==> config.mk <==
export PLATFORM = sky130hd
export DESIGN_NAME = bus_latch_port
export DESIGN_NICKNAME = d
export VERILOG_FILES = /design/src/rtl/bl_pkg.sv /design/src/rtl/bl_phase_sync.sv /design/src/rtl/bl_addr_match.sv /design/src/rtl/bl_cycle_fsm.sv /design/src/rtl/bus_latch_port.sv
export SDC_FILE = /design/constraint.sdc
export NUM_CORES = 1
export LEC_CHECK = 0
export ABC_AREA = 1
export BUFFER_PORTS_ARGS = -buffer_cell sky130_fd_sc_hd__buf_2
export CAP_MARGIN = 20
export CORE_ASPECT_RATIO = 1.5
export CORE_MARGIN = 2
export CORE_UTILIZATION = 45
export DETAILED_ROUTE_END_ITERATION = 8
export PLACE_DENSITY_LB_ADDON = 0.08
export RECOVER_POWER = 50
export SLEW_MARGIN = 20
export SYNTH_ARGS = -nofsm -noshare
export SYNTH_HDL_FRONTEND = slang
export SYNTH_SLANG_ARGS = --single-unit
==> constraint.sdc <==
create_clock -name clk -period 1.1 [get_ports clk]
set_input_delay 0 -clock clk [delete_from_list [all_inputs] [get_ports clk]]
set_output_delay 0 -clock clk [all_outputs]
set_load 0.05 [all_outputs]
==> src/rtl/bl_pkg.sv <==
package bl_pkg;
    localparam int ADDR_W = 16;
    localparam int DATA_W = 8;
    localparam int PAGE_W = ADDR_W / 2;

    typedef struct packed {
        logic [ADDR_W-1:0] addr;
        logic [DATA_W-1:0] data;
        logic              rw;
    } bus_sample_t;

    typedef enum logic [1:0] {
        ST_IDLE  = 2'd0,
        ST_READ  = 2'd1,
        ST_WRITE = 2'd2,
        ST_OTHER = 2'd3
    } cyc_state_t;
endpackage

==> src/rtl/bl_phase_sync.sv <==
module bl_phase_sync
    import bl_pkg::*;
#(
    parameter int STAGES = 2
) (
    input  logic        clk,
    input  logic        rst,
    input  logic        phi2,
    input  bus_sample_t bus_in,
    output logic        phi2_s,
    output logic        phi2_fall,
    output bus_sample_t bus_now,
    output bus_sample_t bus_held
);
    logic [STAGES-1:0] phi_chain;
    bus_sample_t       bus_chain [STAGES];
    logic              phi2_prev;

    // Phase 2 and the bus fields travel through equal-length chains.
    for (genvar g = 0; g < STAGES; g++) begin : g_stage
        always_ff @(posedge clk) begin
            if (rst) begin
                phi_chain[g] <= 1'b0;
                bus_chain[g] <= '0;
            end else if (g == 0) begin
                phi_chain[g] <= phi2;
                bus_chain[g] <= bus_in;
            end else begin
                phi_chain[g] <= phi_chain[g-1];
                bus_chain[g] <= bus_chain[g-1];
            end
        end
    end

    assign phi2_s    = phi_chain[STAGES-1];
    assign bus_now   = bus_chain[STAGES-1];
    assign phi2_fall = phi2_prev & ~phi2_s;

    always_ff @(posedge clk) begin
        if (rst) begin
            phi2_prev <= 1'b0;
            bus_held  <= '0;
        end else begin
            phi2_prev <= phi2_s;
            if (phi2_s) begin
                bus_held <= bus_now;
            end
        end
    end
endmodule

==> src/rtl/bl_addr_match.sv <==
module bl_addr_match
    import bl_pkg::*;
#(
    parameter logic [PAGE_W-1:0] BASE_PAGE  = 8'hC0,
    parameter logic [PAGE_W-1:0] REG_OFFSET = 8'h10
) (
    input  logic [ADDR_W-1:0] addr,
    output logic              hit
);
    logic page_ok;
    logic offs_ok;

    // The page top bit selects the upper or lower 32K half.
    assign page_ok = (addr[ADDR_W-1:PAGE_W] == BASE_PAGE);
    assign offs_ok = (addr[PAGE_W-1:0] == REG_OFFSET);
    assign hit     = page_ok & offs_ok;
endmodule

==> src/rtl/bl_cycle_fsm.sv <==
module bl_cycle_fsm
    import bl_pkg::*;
(
    input  logic clk,
    input  logic rst,
    input  logic phi2_s,
    input  logic phi2_fall,
    input  logic hit,
    input  logic rw,
    output logic write_strobe,
    output logic read_en
);
    cyc_state_t state_q;
    cyc_state_t state_d;
    cyc_state_t classed;

    always_comb begin
        if (!hit)    classed = ST_OTHER;
        else if (rw) classed = ST_READ;
        else         classed = ST_WRITE;
    end

    always_comb begin
        state_d = state_q;
        unique case (state_q)
            ST_IDLE: begin
                if (phi2_s) state_d = classed;
            end
            ST_READ, ST_WRITE, ST_OTHER: begin
                if (!phi2_s) state_d = ST_IDLE;
                else         state_d = classed;
            end
            default: state_d = ST_IDLE;
        endcase
    end

    always_ff @(posedge clk) begin
        if (rst) state_q <= ST_IDLE;
        else     state_q <= state_d;
    end

    always_comb begin
        write_strobe = 1'b0;
        read_en      = 1'b0;
        unique case (state_q)
            ST_IDLE:  ;
            ST_READ:  read_en = 1'b1;
            ST_WRITE: write_strobe = phi2_fall;
            ST_OTHER: ;
            default:  ;
        endcase
    end
endmodule

==> src/rtl/bus_latch_port.sv <==
module bus_latch_port
    import bl_pkg::*;
#(
    parameter logic [7:0] BASE_PAGE   = 8'hC0,
    parameter logic [7:0] REG_OFFSET  = 8'h10,
    parameter int         SYNC_STAGES = 2
) (
    input  logic        clk,
    input  logic        rst,
    input  logic        phi2,
    input  logic [15:0] addr,
    input  logic [7:0]  data_in,
    input  logic        rw,
    output logic [7:0]  data_out,
    output logic        data_oe,
    output logic [7:0]  port_out
);
    bus_sample_t bus_in;
    bus_sample_t bus_now;
    bus_sample_t held;
    logic        phi2_s;
    logic        phi2_fall;
    logic        hit;
    logic        wr_stb;
    logic        rd_en;
    logic [DATA_W-1:0] store_q;

    assign bus_in = '{addr: addr, data: data_in, rw: rw};

    bl_phase_sync #(.STAGES(SYNC_STAGES)) u_sync (
        .clk       (clk),
        .rst       (rst),
        .phi2      (phi2),
        .bus_in    (bus_in),
        .phi2_s    (phi2_s),
        .phi2_fall (phi2_fall),
        .bus_now   (bus_now),
        .bus_held  (held)
    );

    bl_addr_match #(.BASE_PAGE(BASE_PAGE), .REG_OFFSET(REG_OFFSET)) u_match (
        .addr (bus_now.addr),
        .hit  (hit)
    );

    bl_cycle_fsm u_fsm (
        .clk          (clk),
        .rst          (rst),
        .phi2_s       (phi2_s),
        .phi2_fall    (phi2_fall),
        .hit          (hit),
        .rw           (bus_now.rw),
        .write_strobe (wr_stb),
        .read_en      (rd_en)
    );

    always_ff @(posedge clk) begin
        if (rst)         store_q <= '0;
        else if (wr_stb) store_q <= held.data;
    end

    assign port_out = store_q;
    assign data_oe  = rd_en;
    assign data_out = rd_en ? store_q : '0;
endmodule

* Yosys cells after proc, flatten, opt, wreduce, memory -nomap -nowiden
Memories as Yosys holds them, arrays and structs flattened. Index checks and enable logic that the tools add are counted.
Operators by class: bitwise gates (word level) 5, multiplexer cells 13, equal/unequal tests 6, reduce and logical (&&, ||, !) cells 2
Operators by type and width (count):
- $mux 25 | 2
- $eq 8x5->1 const B | 1
- $eq 8x8->1 const B | 1
- $mux 2 | 4
- $mux 8 | 1
- $mux 1 | 5
- $eq 2x2->1 const B | 2
- $pmux 2 s2 | 1
- $reduce_or 3->1 | 1
- $and 1x1->1 | 2
- $eq 2x1->1 const B | 1
- $logic_not 2->1 | 1
- $ne 2x2->1 const B | 1
- $or 1x1->1 | 2
- $not 1->1 | 1
Storage, ports and cells: bits in writable memories 50, output and inout port bits 17, memories 1, logic and storage cells 33, register bits after elaboration 21, input bits 28
Memory list:
- u_sync.bus_chain | words 2, bits a word 25, read ports 2, clocked after memory_dff 0, write ports 2, line bl_phase_sync.sv:16 | bus_sample_t bus_chain [STAGES];

* Depth between registers and ports, before layout
depth in word-level cells 5, mapped depth 7, gate-level depth less buffers 7

* By module
From an unflattened synthesis, not the netlist that was laid out.
Unflattened totals: cell total of the unflattened synthesis 436, area total of the unflattened synthesis 3266.9 um2
Modules (own cells, without submodules):
- bl_phase_sync | cells an instance 326, area each 2632.5 um2, instances 1, sequential area each 1561.5 um2
- bus_latch_port | cells an instance 68, area each 444.2 um2, instances 1, sequential area each 160.2 um2
- bl_addr_match | cells an instance 28, area each 105.1 um2, instances 1, sequential area each 0.0 um2
- bl_cycle_fsm | cells an instance 14, area each 85.1 um2, instances 1, sequential area each 40.0 um2

* Worst setup path before layout
No wires, ideal clock.
path type reg-to-output, start point register u_fsm.state_q[0], end point output port data_out[0], data arrival time 1.920 ns, setup slack -0.820 ns, data required time 1.100 ns, buffers on the path 0, stages on the path, launching flop included 5, cell sequence dfxtp_1 inv_1 nor2_1 inv_2 nor2_1
On the way: longest elaborated chain between the ends 3
Ends and longest elaborated chain:
- from (decl) | line bl_cycle_fsm.sv:13 | cyc_state_t state_q;
- from (signal assigned) | line bl_cycle_fsm.sv:39 | else state_q <= state_d;
- $eq 2x1->1 | line bl_cycle_fsm.sv:45 | unique case (state_q)
- $mux 1 | line bl_cycle_fsm.sv:45
- via data_oe | line bus_latch_port.sv:15 | output logic data_oe,
- $mux 8 | line bus_latch_port.sv:64 | assign data_out = rd_en ? store_q : '0;
- to (decl) | line bus_latch_port.sv:14 | output logic [7:0] data_out,
The timed path passes the listed nets, and every way through them passes these cells.

* Worst setup path after layout
start point register u_fsm.state_q[1], end point output port data_out[7]
On the way: longest elaborated chain between the ends 3
Ends and longest elaborated chain (line):
- $eq 2x1->1 | bl_cycle_fsm.sv:45
- $mux 1 | bl_cycle_fsm.sv:45
- $mux 8 | bus_latch_port.sv:64
Every way passes these cells.

==> reports/results.ini <==
[clock_network]
htreeDepth = 3
clock_path_buffers = 2
cts-buffers-inserted = 9
cts.sinks = 71
clk_latency_ps = 330
path_clk_slew_ps = 70
clock-root-buffer = clkbuf_8
cts_tree = done

[synthesis]
synth.yosys.seq_area_share_pct = 62.0
syn_inst = 278
ys_ff_latch = 71
syn_area_um2 = 2290
ys_warn_count = 0
syn_avg_cell_area_um2 = 8.24
synthDistinctLibCells = 14
synth_fp_nets = 306

[timing]
postLayoutSetupSlackWorst_ps = -74.8
fin_crit_sh_pct = 107
fin_setup_tns_ps = -569
tightest_slew_ps = 358
rsz0062_at_grt = yes
layout_min_cycle_time_ps = 1170
maxSlewViolCount = 0
max_freq_mhz = 851
finalSetupViolations = 9
finClkSkew_ps = 7.76
slew_headroom_pct = 76.2
finalHoldViolCount = 0

[drt]
antenna_left = 0
post-route-drc-count = 0
wl_per_cell_um = 8.22
num_vias = 1703
firstDrtPassIters = 4
dr.first_iter.drc_count = 43
routed_wl_um = 3510
avgViaCountPerCell = 3.99

[pwr]
power.internal_uw = 3750
swShare_pct = 21.3
seqPwrFrac_pct = 56.5
power_uw = 4760
static-leakage-power_uw = 0.00149
clock_power_share_pct = 37.4
ir_drop_uv = 1200
p_per_area_nw_per_um2 = 1500
power_frac_comb_pct = 6.2
switching_power_uw = 1020

[global_route]
grt_pass1_wl_um = 6310
track_usage_pct = 14.1
antenna_found_initial = 0
grt_max_degree = 35
grt_pass1_vias = 1613
grt-ovfl-total = 0

[final_layout]
fill_cells = 415
area_growth_syn_to_layout_pct = 39.0
layout-drive-gt1-share_pct = 24.7
nNetsFinal = 384
fin_util_pct = 65.2
diodes = 0

[floorplan]
die_x_um = 62.3
die_h_um = 91.4
start_util_pct = 46.9
std_cell_rows = 31
coreArea_um2 = 4890
die-area_um2 = 5690
ios = 45

[critical_path]
cpMaxStageDelayCell = dfxtp_4
path_class = reg2out
path_max_fanout = 8
worstPathRequired_ps = 1100
critPathLaunchType = flop
crit_path_frequent_cell = nor2_4
crit_path_end_kind = output port
slowest_delay_ps = 350
arrival_ps = 1170
crit_chain = nor2_4, inv_6, nor2_4, buf_6

[status]
status = finished with violations
violations = setup timing

[placement]
dp_hpwl_um = 2120
portBuffers = 44
gp_congestion = 0.723

[flow_run]
drv_cap = 0

[hold_path]
worstHoldPathType = in2reg

## layout make-up
type	count	area [um^2]	area share, %
clock inverter	4	20.0	0.629
sequential	71	1430	44.8
inverter	69	274	8.61
multi-input combinational	130	633	19.9
timing repair buffer	75	593	18.6
clock buffer	12	155	4.87
tap	66	82.6	2.59
## path summary, 6_finish.rpt
kind                                              from                     end  slack (ps)  cells after the start
worst max-delay path                  u_fsm.state_q[1]             data_out[7]         -70                      4
worst min register to register  u_sync.bus_chain[0][3]  u_sync.bus_chain[1][3]         400                      2
worst min-delay path                               rst             port_out[7]          50                      2
worst max register to register        u_fsm.state_q[0]             port_out[5]          90                      6
## stage by stage
stage,instances,setup WS (ps),hold WS [ps],cell area [um^2]
2_1_floorplan,278,-43.1,107,2360
3_3_place_gp,382,101,198,2670
3_5_place_dp,382,63.9,205,2670
4_1_cts,426,-81.7,43.7,3170
5_1_grt,427,-154,58.0,3180
6_report,427,-74.8,54.2,3180
## synthesized netlist by cell type
cell	n	share of area [%]
buf_2	5	1.1
nand2_1	38	6.2
a21oi_2	7	2.7
buf_6	1	0.49
nand3_1	2	0.44
dfxtp_1	71	62
nand4_4	1	0.93
nand2_2	1	0.27
a21oi_1	9	2.0
inv_1	66	11
nor2_1	71	12
clkinv_4	2	0.76
inv_2	1	0.16
clkbuf_1	3	0.49
## logic make-up (layout without fill, tap and decap cells)
logic type / count (synthesis) / after routing / share of synthesized area [%]
simple gates: 113 / 114 / 19.5
buf+inv: 78 / 160 / 13.8
flops: 71 / 71 / 62.0
compound gates: 16 / 16 / 4.64
## placed cells by master, fill, tap and decap left out, types with 2 or more instances in the layout
| cell type | n |
|---|---|
| a21oi_1 | 9 |
| a21oi_2 | 7 |
| buf_12 | 2 |
| buf_2 | 36 |
| buf_4 | 3 |
| buf_6 | 8 |
| clkbuf_8 | 11 |
| clkinv_2 | 4 |
| clkinv_4 | 2 |
| dfxtp_1 | 69 |
| dlygate4sd3_1 | 26 |
| inv_1 | 65 |
| nand2_1 | 38 |
| nand3_1 | 2 |
| nor2_1 | 62 |
| nor2_4 | 9 |
## registers in the layout, indices dropped and copies added, names as in the netlist
name / flops
u_sync.phi2_s: 1
u_sync.bus_held: 8
u_sync.phi_chain: 1
u_sync.phi2_prev: 1
u_fsm.state_q: 2
port_out: 8
u_sync.bus_chain: 50
## power by group through the flow
stage	Clock (uW)	Sequential, uW	Combinational (uW)
2_1_floorplan	0	2740	144
3_3_place_gp	0	2750	219
3_5_place_dp	0	2750	222
4_1_cts	1840	2690	295
5_1_grt	1960	2700	341
6_report	1780	2690	294
## timing repair
action	in CTS	in global routing
resized for setup	18	0
setup buffers	2	0
endpoints found under the hold margin	26	0
pin swaps	2	1
cloned	0	1
endpoints found under the setup margin	9	15
hold buffers	26	0
## critical path, delay by kind of cell, from the launching register on
family        cells  cell delay (ps)
buf+inv           2              260
simple gates      2              240
flops             1              350
## metal layers
layer,track usage [%],up-vias,part of all wire [%]
met1,13.8,711,43
met5,0,-,0
met3,6.07,6,4.7
met2,25.2,41,50
li1,-,945,-
met4,6.67,0,2.1
(Power assumes the default switching activity.)
